**src/rtl/i2c_sam_pkg.sv**
```systemverilog
package i2c_sam_pkg;
  typedef enum logic [2:0] {
    ST_IDLE,
    ST_RX_HDR,
    ST_RX_LOW,
    ST_ACK_WAIT,
    ST_ACK_HOLD,
    ST_ACK_END,
    ST_DONE
  } sam_state_e;

  typedef enum logic [1:0] {
    HIT_NONE,
    HIT_SEVEN,
    HIT_GC,
    HIT_HDR
  } hdr_hit_e;
endpackage

```
**src/rtl/i2c_sam_shifter.sv**
```systemverilog
module i2c_sam_shifter #(
  parameter int unsigned BYTE_W = 8
) (
  input  logic              clk,
  input  logic              rst_n,
  input  logic              restart,
  input  logic              capture_en,
  input  logic              scl_rise,
  input  logic              sda_in,
  output logic              byte_valid,
  output logic [BYTE_W-1:0] byte_data
);
  localparam int unsigned CNT_W = $clog2(BYTE_W + 1);
  localparam logic [CNT_W-1:0] LAST_BIT = CNT_W'(BYTE_W - 1);

  logic [BYTE_W-2:0] shreg;
  logic [CNT_W-1:0]  bit_cnt;
  logic              take;
  logic              at_last;

  assign take       = capture_en & scl_rise;
  assign at_last    = (bit_cnt == LAST_BIT);
  assign byte_data  = {shreg, sda_in};
  assign byte_valid = take & at_last;

  always_ff @(posedge clk or negedge rst_n) begin
    if (!rst_n) begin
      shreg   <= '0;
      bit_cnt <= '0;
    end else if (restart) begin
      bit_cnt <= '0;
    end else if (take) begin
      shreg   <= byte_data[BYTE_W-2:0];
      bit_cnt <= at_last ? '0 : bit_cnt + 1'b1;
    end
  end

  // bit counter never passes the byte width
  p_cnt_bound_r2: assert property (@(posedge clk) disable iff (!rst_n)
    bit_cnt < CNT_W'(BYTE_W));

  // a complete byte leaves the counter back at the first bit
  p_cnt_wraps_r9: assert property (@(posedge clk) disable iff (!rst_n)
    byte_valid |=> bit_cnt == '0);
endmodule

```
**src/rtl/i2c_sam_decode.sv**
```systemverilog
module i2c_sam_decode
  import i2c_sam_pkg::*;
#(
  parameter int unsigned BYTE_W = 8,
  parameter int unsigned ADDR_W = 10
) (
  input  logic [BYTE_W-1:0] byte_data,
  input  logic [ADDR_W-1:0] own_addr,
  input  logic              ten_bit_mode,
  input  logic              gc_enable,
  output hdr_hit_e          hdr_hit,
  output logic              low_hit
);
  localparam int unsigned HI_W  = ADDR_W - BYTE_W;
  localparam int unsigned TAG_W = BYTE_W - 1 - HI_W;
  localparam logic [TAG_W-1:0] TEN_TAG = {{(TAG_W-1){1'b1}}, 1'b0};

  logic gc_hit;
  logic seven_hit;
  logic hdr_ok;

  always_comb begin
    gc_hit    = gc_enable && (byte_data == '0);
    seven_hit = !ten_bit_mode &&
                (byte_data[BYTE_W-1:1] == own_addr[BYTE_W-2:0]);
    hdr_ok    = ten_bit_mode &&
                (byte_data[BYTE_W-1 -: TAG_W] == TEN_TAG) &&
                (byte_data[HI_W:1] == own_addr[ADDR_W-1 -: HI_W]);
    if (gc_hit)         hdr_hit = HIT_GC;
    else if (seven_hit) hdr_hit = HIT_SEVEN;
    else if (hdr_ok)    hdr_hit = HIT_HDR;
    else                hdr_hit = HIT_NONE;
    low_hit = (byte_data == own_addr[BYTE_W-1:0]);
  end
endmodule

```
**src/rtl/i2c_sam_ctrl.sv**
```systemverilog
module i2c_sam_ctrl
  import i2c_sam_pkg::*;
(
  input  logic     clk,
  input  logic     rst_n,
  input  logic     start_evt,
  input  logic     stop_evt,
  input  logic     scl_rise,
  input  logic     scl_fall,
  input  logic     byte_valid,
  input  logic     rw_bit,
  input  hdr_hit_e hdr_hit,
  input  logic     low_hit,
  output logic     capture_en,
  output logic     restart,
  output logic     addr_as_slave,
  output logic     addr_by_gc,
  output logic     slave_rw,
  output logic     ack_drive
);
  sam_state_e state;
  sam_state_e after_ack;

  assign restart    = start_evt | stop_evt;
  assign capture_en = (state == ST_RX_HDR) || (state == ST_RX_LOW);

  always_ff @(posedge clk or negedge rst_n) begin
    if (!rst_n) begin
      state         <= ST_IDLE;
      after_ack     <= ST_IDLE;
      addr_as_slave <= 1'b0;
      addr_by_gc    <= 1'b0;
      slave_rw      <= 1'b0;
      ack_drive     <= 1'b0;
    end else if (stop_evt) begin
      state         <= ST_IDLE;
      addr_as_slave <= 1'b0;
      addr_by_gc    <= 1'b0;
      ack_drive     <= 1'b0;
    end else if (start_evt) begin
      state         <= ST_RX_HDR;
      addr_as_slave <= 1'b0;
      addr_by_gc    <= 1'b0;
      ack_drive     <= 1'b0;
    end else begin
      unique case (state)
        ST_RX_HDR: if (byte_valid) begin
          unique case (hdr_hit)
            HIT_SEVEN: begin
              addr_as_slave <= 1'b1;
              slave_rw      <= rw_bit;
              after_ack     <= ST_DONE;
              state         <= ST_ACK_WAIT;
            end
            HIT_GC: begin
              addr_by_gc <= 1'b1;
              slave_rw   <= rw_bit;
              after_ack  <= ST_DONE;
              state      <= ST_ACK_WAIT;
            end
            HIT_HDR: begin
              slave_rw  <= rw_bit;
              after_ack <= ST_RX_LOW;
              state     <= ST_ACK_WAIT;
            end
            default: state <= ST_IDLE;
          endcase
        end
        ST_RX_LOW: if (byte_valid) begin
          if (low_hit) begin
            addr_as_slave <= 1'b1;
            after_ack     <= ST_DONE;
            state         <= ST_ACK_WAIT;
          end else begin
            state <= ST_IDLE;
          end
        end
        ST_ACK_WAIT: if (scl_fall) begin
          ack_drive <= 1'b1;
          state     <= ST_ACK_HOLD;
        end
        ST_ACK_HOLD: if (scl_rise) state <= ST_ACK_END;
        ST_ACK_END: if (scl_fall) begin
          ack_drive <= 1'b0;
          state     <= after_ack;
        end
        default: state <= state;
      endcase
    end
  end

  // acknowledge starts only on an SCL falling edge
  p_ack_rise_on_fall_r3: assert property (@(posedge clk) disable iff (!rst_n)
    $rose(ack_drive) |-> $past(scl_fall));

  // acknowledge ends on an SCL falling edge or a bus condition
  p_ack_release_r3: assert property (@(posedge clk) disable iff (!rst_n)
    $fell(ack_drive) |-> $past(scl_fall || start_evt || stop_evt));

  // STOP clears the match flags and the acknowledge
  p_stop_clears_r8: assert property (@(posedge clk) disable iff (!rst_n)
    stop_evt |=> !addr_as_slave && !addr_by_gc && !ack_drive);

  // repeated START clears the match flags
  p_start_clears_r8: assert property (@(posedge clk) disable iff (!rst_n)
    start_evt |=> !addr_as_slave && !addr_by_gc);

  // general call and own-address match never coexist
  p_one_flag_r5: assert property (@(posedge clk) disable iff (!rst_n)
    !(addr_as_slave && addr_by_gc));

  // a new own-address match only follows a completed byte
  p_match_on_byte_r2: assert property (@(posedge clk) disable iff (!rst_n)
    $rose(addr_as_slave) |-> $past(byte_valid));
endmodule

```
**src/rtl/i2c_slave_addr_match.sv**
```systemverilog
module i2c_slave_addr_match
  import i2c_sam_pkg::*;
#(
  parameter int unsigned BYTE_W = 8,
  parameter int unsigned ADDR_W = 10
) (
  input  logic              clk,
  input  logic              rst_n,
  input  logic              start_evt,
  input  logic              stop_evt,
  input  logic              scl_rise,
  input  logic              scl_fall,
  input  logic              sda_in,
  input  logic [ADDR_W-1:0] own_addr,
  input  logic              ten_bit_mode,
  input  logic              gc_enable,
  output logic              addr_as_slave,
  output logic              addr_by_gc,
  output logic              slave_rw,
  output logic              ack_drive
);
  logic              restart;
  logic              capture_en;
  logic              byte_valid;
  logic [BYTE_W-1:0] byte_data;
  hdr_hit_e          hdr_hit;
  logic              low_hit;

  i2c_sam_shifter #(.BYTE_W(BYTE_W)) u_shift (
    .clk        (clk),
    .rst_n      (rst_n),
    .restart    (restart),
    .capture_en (capture_en),
    .scl_rise   (scl_rise),
    .sda_in     (sda_in),
    .byte_valid (byte_valid),
    .byte_data  (byte_data)
  );

  i2c_sam_decode #(.BYTE_W(BYTE_W), .ADDR_W(ADDR_W)) u_dec (
    .byte_data    (byte_data),
    .own_addr     (own_addr),
    .ten_bit_mode (ten_bit_mode),
    .gc_enable    (gc_enable),
    .hdr_hit      (hdr_hit),
    .low_hit      (low_hit)
  );

  i2c_sam_ctrl u_ctrl (
    .clk           (clk),
    .rst_n         (rst_n),
    .start_evt     (start_evt),
    .stop_evt      (stop_evt),
    .scl_rise      (scl_rise),
    .scl_fall      (scl_fall),
    .byte_valid    (byte_valid),
    .rw_bit        (byte_data[0]),
    .hdr_hit       (hdr_hit),
    .low_hit       (low_hit),
    .capture_en    (capture_en),
    .restart       (restart),
    .addr_as_slave (addr_as_slave),
    .addr_by_gc    (addr_by_gc),
    .slave_rw      (slave_rw),
    .ack_drive     (ack_drive)
  );
endmodule

```
**config.mk**
```make
export PLATFORM = sky130hd
export DESIGN_NAME = i2c_slave_addr_match
export DESIGN_NICKNAME = d
export VERILOG_FILES = /design/src/rtl/i2c_sam_pkg.sv /design/src/rtl/i2c_sam_shifter.sv /design/src/rtl/i2c_sam_decode.sv /design/src/rtl/i2c_sam_ctrl.sv /design/src/rtl/i2c_slave_addr_match.sv
export SDC_FILE = /design/constraint.sdc
export NUM_CORES = 1
export LEC_CHECK = 0
export ABC_CLOCK_PERIOD_IN_PS = 4450
export BUFFER_PORTS_ARGS = -buffer_cell sky130_fd_sc_hd__buf_2
export CORE_ASPECT_RATIO = 0.75
export CORE_MARGIN = 5
export CORE_UTILIZATION = 59
export DETAILED_ROUTE_END_ITERATION = 16
export PLACE_DENSITY = 0.8
export SLEW_MARGIN = 20
export SYNTH_ARGS = -nofsm -noshare
export SYNTH_HDL_FRONTEND = slang
export SYNTH_SLANG_ARGS = --single-unit
```
**constraint.sdc**
```tcl
create_clock -name clk -period 4.45 [get_ports clk]
set_input_delay 0.6675 -clock clk [delete_from_list [all_inputs] [get_ports clk]]
set_output_delay 0.6675 -clock clk [all_outputs]
set_load 0.05 [all_outputs]
```
# After elaboration in Yosys (flattened, before gate mapping)
# Cells that the tools add are included.
[classes] div=0 bitwise=6 reduce_logical=24 shift=0 eq_ne=24 n_mul=0 order_cmp=0 n_addsub=1 muxes=38
[ops] cell="3-bit 2-to-1 mux" count=10
[ops] cell="4-bit != test, second input constant" count=7
[ops] cell="1-bit 2-to-1 mux" count=15
[ops] cell="3-bit one-hot mux with 5 select lines" count=1
[ops] cell="4-bit 2-to-1 mux" count=3
[ops] cell="3-bit one-hot mux with 2 select lines" count=2
[ops] cell="2-bit 2-to-1 mux" count=5
[ops] cell="5-bit AND reduction" count=2
[ops] cell="3-bit nonzero test" count=3
[ops] cell="8-bit == test" count=1
[ops] cell="8-bit zero test" count=1
[ops] cell="4-bit nonzero test" count=2
[ops] cell="7-bit == test" count=1
[ops] cell="7-bit AND reduction" count=1
[ops] cell="7-bit nonzero test" count=1
[ops] cell="3-bit by 2-bit == test with 1-bit output, second input constant" count=2
[ops] cell="3-bit == test, second input constant" count=2
[ops] cell="2-bit != test, second input constant" count=3
[ops] cell="3-bit AND reduction" count=2
[ops] cell="6-bit AND reduction" count=1
[ops] cell="5-bit == test, second input constant" count=1
[ops] cell="4-bit by 1-bit adder with 4-bit output, second input constant" count=1
[ops] cell="2-bit == test, second input constant" count=2
[ops] cell="4-bit by 3-bit == test with 1-bit output, second input constant" count=1
[ops] cell="15 further kinds" count=23
[word_totals] latchBits=0 ff_bits=21 inputBits=19 memories=0 elab_cells=101 output_inout_bits=4 ram_bits=0 rom_bits=0

# Longest topological paths before layout
[logic_depth] depth_word=13 ltp_mapped=9 ltp_nobuf=6

# Hierarchy
# Synthesis repeated with hierarchy kept, for this count alone.
[hier_totals] cells_unflattened=143 area_unflattened_um2=1430.1
[modules_own_cells] mod="i2c_sam_ctrl" area_each_um2=681.9 n_inst=1 seq_area_each_um2=225.2 cells_per_inst=75
[modules_own_cells] mod="i2c_sam_shifter" area_each_um2=501.7 n_inst=1 seq_area_each_um2=275.3 cells_per_inst=37
[modules_own_cells] mod="i2c_sam_decode" area_each_um2=246.5 n_inst=1 seq_area_each_um2=0.0 cells_per_inst=31

# Worst setup path after synthesis
# OpenSTA, ideal clock, no wires.
[synth_path] path_type="input to register" from="input port stop_evt" to="register u_ctrl.slave_rw" path_buffers=1 t_arrival_ps=1761 stages=6 setup_time_ps=125 t_required_ps=4325 setup_slack_ps=2564 path_cell_list="or2_2 nand2b_2 buf_6 inv_2 and3_4 mux2_4"
[synth_between] elab_chain_len=2
[synth_rtl] item="start: declaration" line_no="i2c_slave_addr_match.sv:10" source="input logic stop_evt,"
[synth_rtl] item="1-bit NOT (no source line)"
[synth_rtl] item="5-bit AND reduction (no source line)"
[synth_rtl] item="end signal: assignment" line_no="i2c_sam_ctrl.sv:51" source="slave_rw <= rw_bit;"
[synth_rtl] item="end signal: assignment" line_no="i2c_sam_ctrl.sv:57" source="slave_rw <= rw_bit;"
[synth_rtl] item="end signal: assignment" line_no="i2c_sam_ctrl.sv:62" source="slave_rw <= rw_bit;"
[synth_rtl] item="end: declaration" line_no="i2c_sam_ctrl.sv:18" source="output logic slave_rw,"
# No other way between the ends.
# A chain may end at the register's enable or synchronous reset.

# Worst setup path in the final report
[layout_path] from="register u_ctrl.state[0]" to="register u_ctrl.slave_rw"
[layout_between] elab_chain_len=5 word_cells_on_any_way=6 classes_between="eq/ne: 2; bitwise: 2; reduce/logical: 2"
[layout_rtl] item="start: declaration" line_no="i2c_sam_ctrl.sv:21" source="sam_state_e state;"
[layout_rtl] item="start signal: assignment" line_no="i2c_sam_ctrl.sv:85" source="state <= after_ack;"
[layout_rtl] item="start signal: assignment" line_no="i2c_sam_ctrl.sv:87" source="default: state <= state;"
[layout_rtl] item="3-bit by 1-bit == test with 1-bit output / 3-bit by 2-bit == test with 1-bit output (equally long branches)" line_no="i2c_sam_ctrl.sv:25, i2c_sam_ctrl.sv:46"
[layout_rtl] item="1-bit logical OR" line_no="i2c_sam_ctrl.sv:25" source="assign capture_en = (state == ST_RX_HDR) || (state == ST_RX_LOW);"
[layout_rtl] item="1-bit bitwise AND" line_no="i2c_sam_shifter.sv:21" source="assign take = capture_en & scl_rise;"
[layout_rtl] item="1-bit bitwise AND" line_no="i2c_sam_shifter.sv:24" source="assign byte_valid = take & at_last;"
[layout_rtl] item="5-bit AND reduction (no source line) *"
# Every way passes the cells marked *; elsewhere a longest branch is shown, timed or not.

==> metrics <==
leading area contributor after synthesis dfrtp_1; Worst Setup SP u_ctrl.state[0]; async set-reset flop share out of synthesis 1.00; DRC viols 0; Worst setup EP type register; top-count cell post-synth dfrtp_1; CTS max path bufs 2; ys flop type dfrtp_1; initial DRC count 88; clock sinks 20; max-cap viol count 0; initial antenna violation count 0; Initial Utilization 0.627; Final Max Tran Viols 0; GRT Util Overall 0.179; Die Y-Extent 50.4 um; DR WL/cell 16.2 um; Worst-path clk slew 110 ps; Die ar. 3220 um2; Slew headroom 0.708; vias in the first global route 1048; placed inst area 1370 um2; via/cell ratio 6.01; Setup TNS 0 ps; post-route ant nets 0; transition time of the tightest slew-check pin 439 ps; top post-synthesis cells by count 20 x dfrtp_1, 19 x xor2_1, 8 x mux2_1, 8 x nor2_1; outcome complete, no violations; Crit Path Category register to register; Die W 63.9 um; RSZ-0062 raised after global routing false; CTS Root Cell clkbuf_4; Worst-Skew Late Latency 310 ps; Rows 14; Post-CTS Setup Inserts 0; diode count 0; Worst VDD drop 328 uV; Worst R2R Start u_ctrl.state[0]; CTS tree yes; CTS buffer count 3; Seq cells post-synth 20; HPWL Detailed 2150 um; top cells by area, synth dfrtp_1 39%, xor2_1 13%, mux2_1 7.0%; Synthesis Warnings 0; final net count 165; Core Area 2050 um2; PwrDens 328 nW/um2; worst-path maximum fanout 10; Syn Nets 145; post-synthesis area per instance 10.3 um2; post-synthesis sequential area ratio 0.389; port buffer count 22; clk_skew 2.61 ps; post-synth top area share 0.389; CTS H-tree depth 1; # IOs 23; Synth cell types 41; Post-synth EDFFs 0; largest net degree at the start of global routing 21; CTS-repair resized insts 0; hold buffer count at CTS 0; Worst EP required 4650 ps; max frequency 493 MHz; WL final 2730 um; post-synthesis cell area 1280 um2; share of cells above drive strength 1 0.243; Period minus WS final 2030 ps; worst hold path class input port to async pin; Leak Pwr 0.000694 uW; final worst path period share 0.456; Final Cell Area 1420 um2; final hold vios 0; Layout area overhead 10.7%; global route overflow 0; Arrival @ worst endpoint 2230 ps; Final GP Congestion 0.811; DR vias 1010; Worst Setup Start Kind register; number of detailed-route iterations in the first pass 5; Final Setup Violations 0; Synth Instances 125; first-pass GRT wire length 4550 um
-- critical path, stage by stage (launching register included) --
cell,delay [ps]
dfrtp_1,550
xor2_1,160
and3_1,410
nand2b_2,230
inv_2,100
and3_4,180
mux2_4,290
-- power by group --
group	switching, uW	total, uW	internal (uW)	leakage (uW)
sequential	31.8	228	196	0.000274
clock	58.1	149	91.1	0.0000279
combinational	43.1	90.1	47.0	0.000392
-- flip-flops by register name, indices dropped and copies added, names as in the netlist --
register	cells
u_shift.shreg	7
u_shift.bit_cnt	4
u_ctrl.state	3
u_ctrl.after_ack	2
u_ctrl.ack_drive	1
u_ctrl.addr_as_slave	1
u_ctrl.addr_by_gc	1
u_ctrl.slave_rw	1
-- cells in the final DEF, fill, tap and decap left out, types with 3 or more instances in the layout --
master and count:
buf_2 22, dfrtp_1 20, xor2_1 19, mux2_1 8
nor2_1 8, nand2_1 7, a21oi_1 7, nor4_1 6
mux2i_1 4, o21ai_0 4, clkbuf_4 3
-- final timing paths --
kind                                            end  slack [ps]  cells after the start
worst max-delay path                u_ctrl.slave_rw        2420                      6
worst min-delay path                u_ctrl.slave_rw         280                      1
worst max register to register      u_ctrl.slave_rw        2420                      6
worst min register to register  u_ctrl.after_ack[1]         510                      1
max in group asynchronous         u_ctrl.addr_by_gc        3870                      1
min in group clk                u_ctrl.after_ack[1]         510                      1
-- per-layer routing --
metal	vias to the layer above	share of wire	GRT usage
met5	-	0	0
met4	0	0.011	0.0415
met3	5	0.064	0.0558
met2	37	0.49	0.298
met1	485	0.43	0.229
li1	483	-	-
-- through the flow --
stage               setup slack, ps  power (uW)  hold slack [ps]  instances  utilization
floorplan                      2560         295              372        125            -
detailed placement             2260         322              486        164        0.668
global placement               2280         315              458        164        0.668
CTS                            2420         471              291        168        0.694
global route                   2240         494              304        168        0.694
finish                         2420         467              283        168        0.694
-- logic make-up (layout without fill, tap and decap cells) --
family | Yosys count | after routing | synth area share
buffers and inverters | 10 | 29 | 0.0516
xor gates and xnor gates | 19 | 19 | 0.130
and+or+nand+nor | 40 | 40 | 0.185
DFF | 20 | 20 | 0.389
AOI/OAI and AO/OA | 22 | 22 | 0.122
muxes | 13 | 13 | 0.113
adders and majority gates | 1 | 1 | 0.00974
-- final cells by class --
type	count	area (um2)
clock buffer	3	22.5
clock inverter	1	30.0
fill	170	627
inverter	3	11.3
multi-input combinational	95	718
sequential	20	500
tap	24	30.0
timing repair buffer	22	110
(Power assumes the default switching activity.)
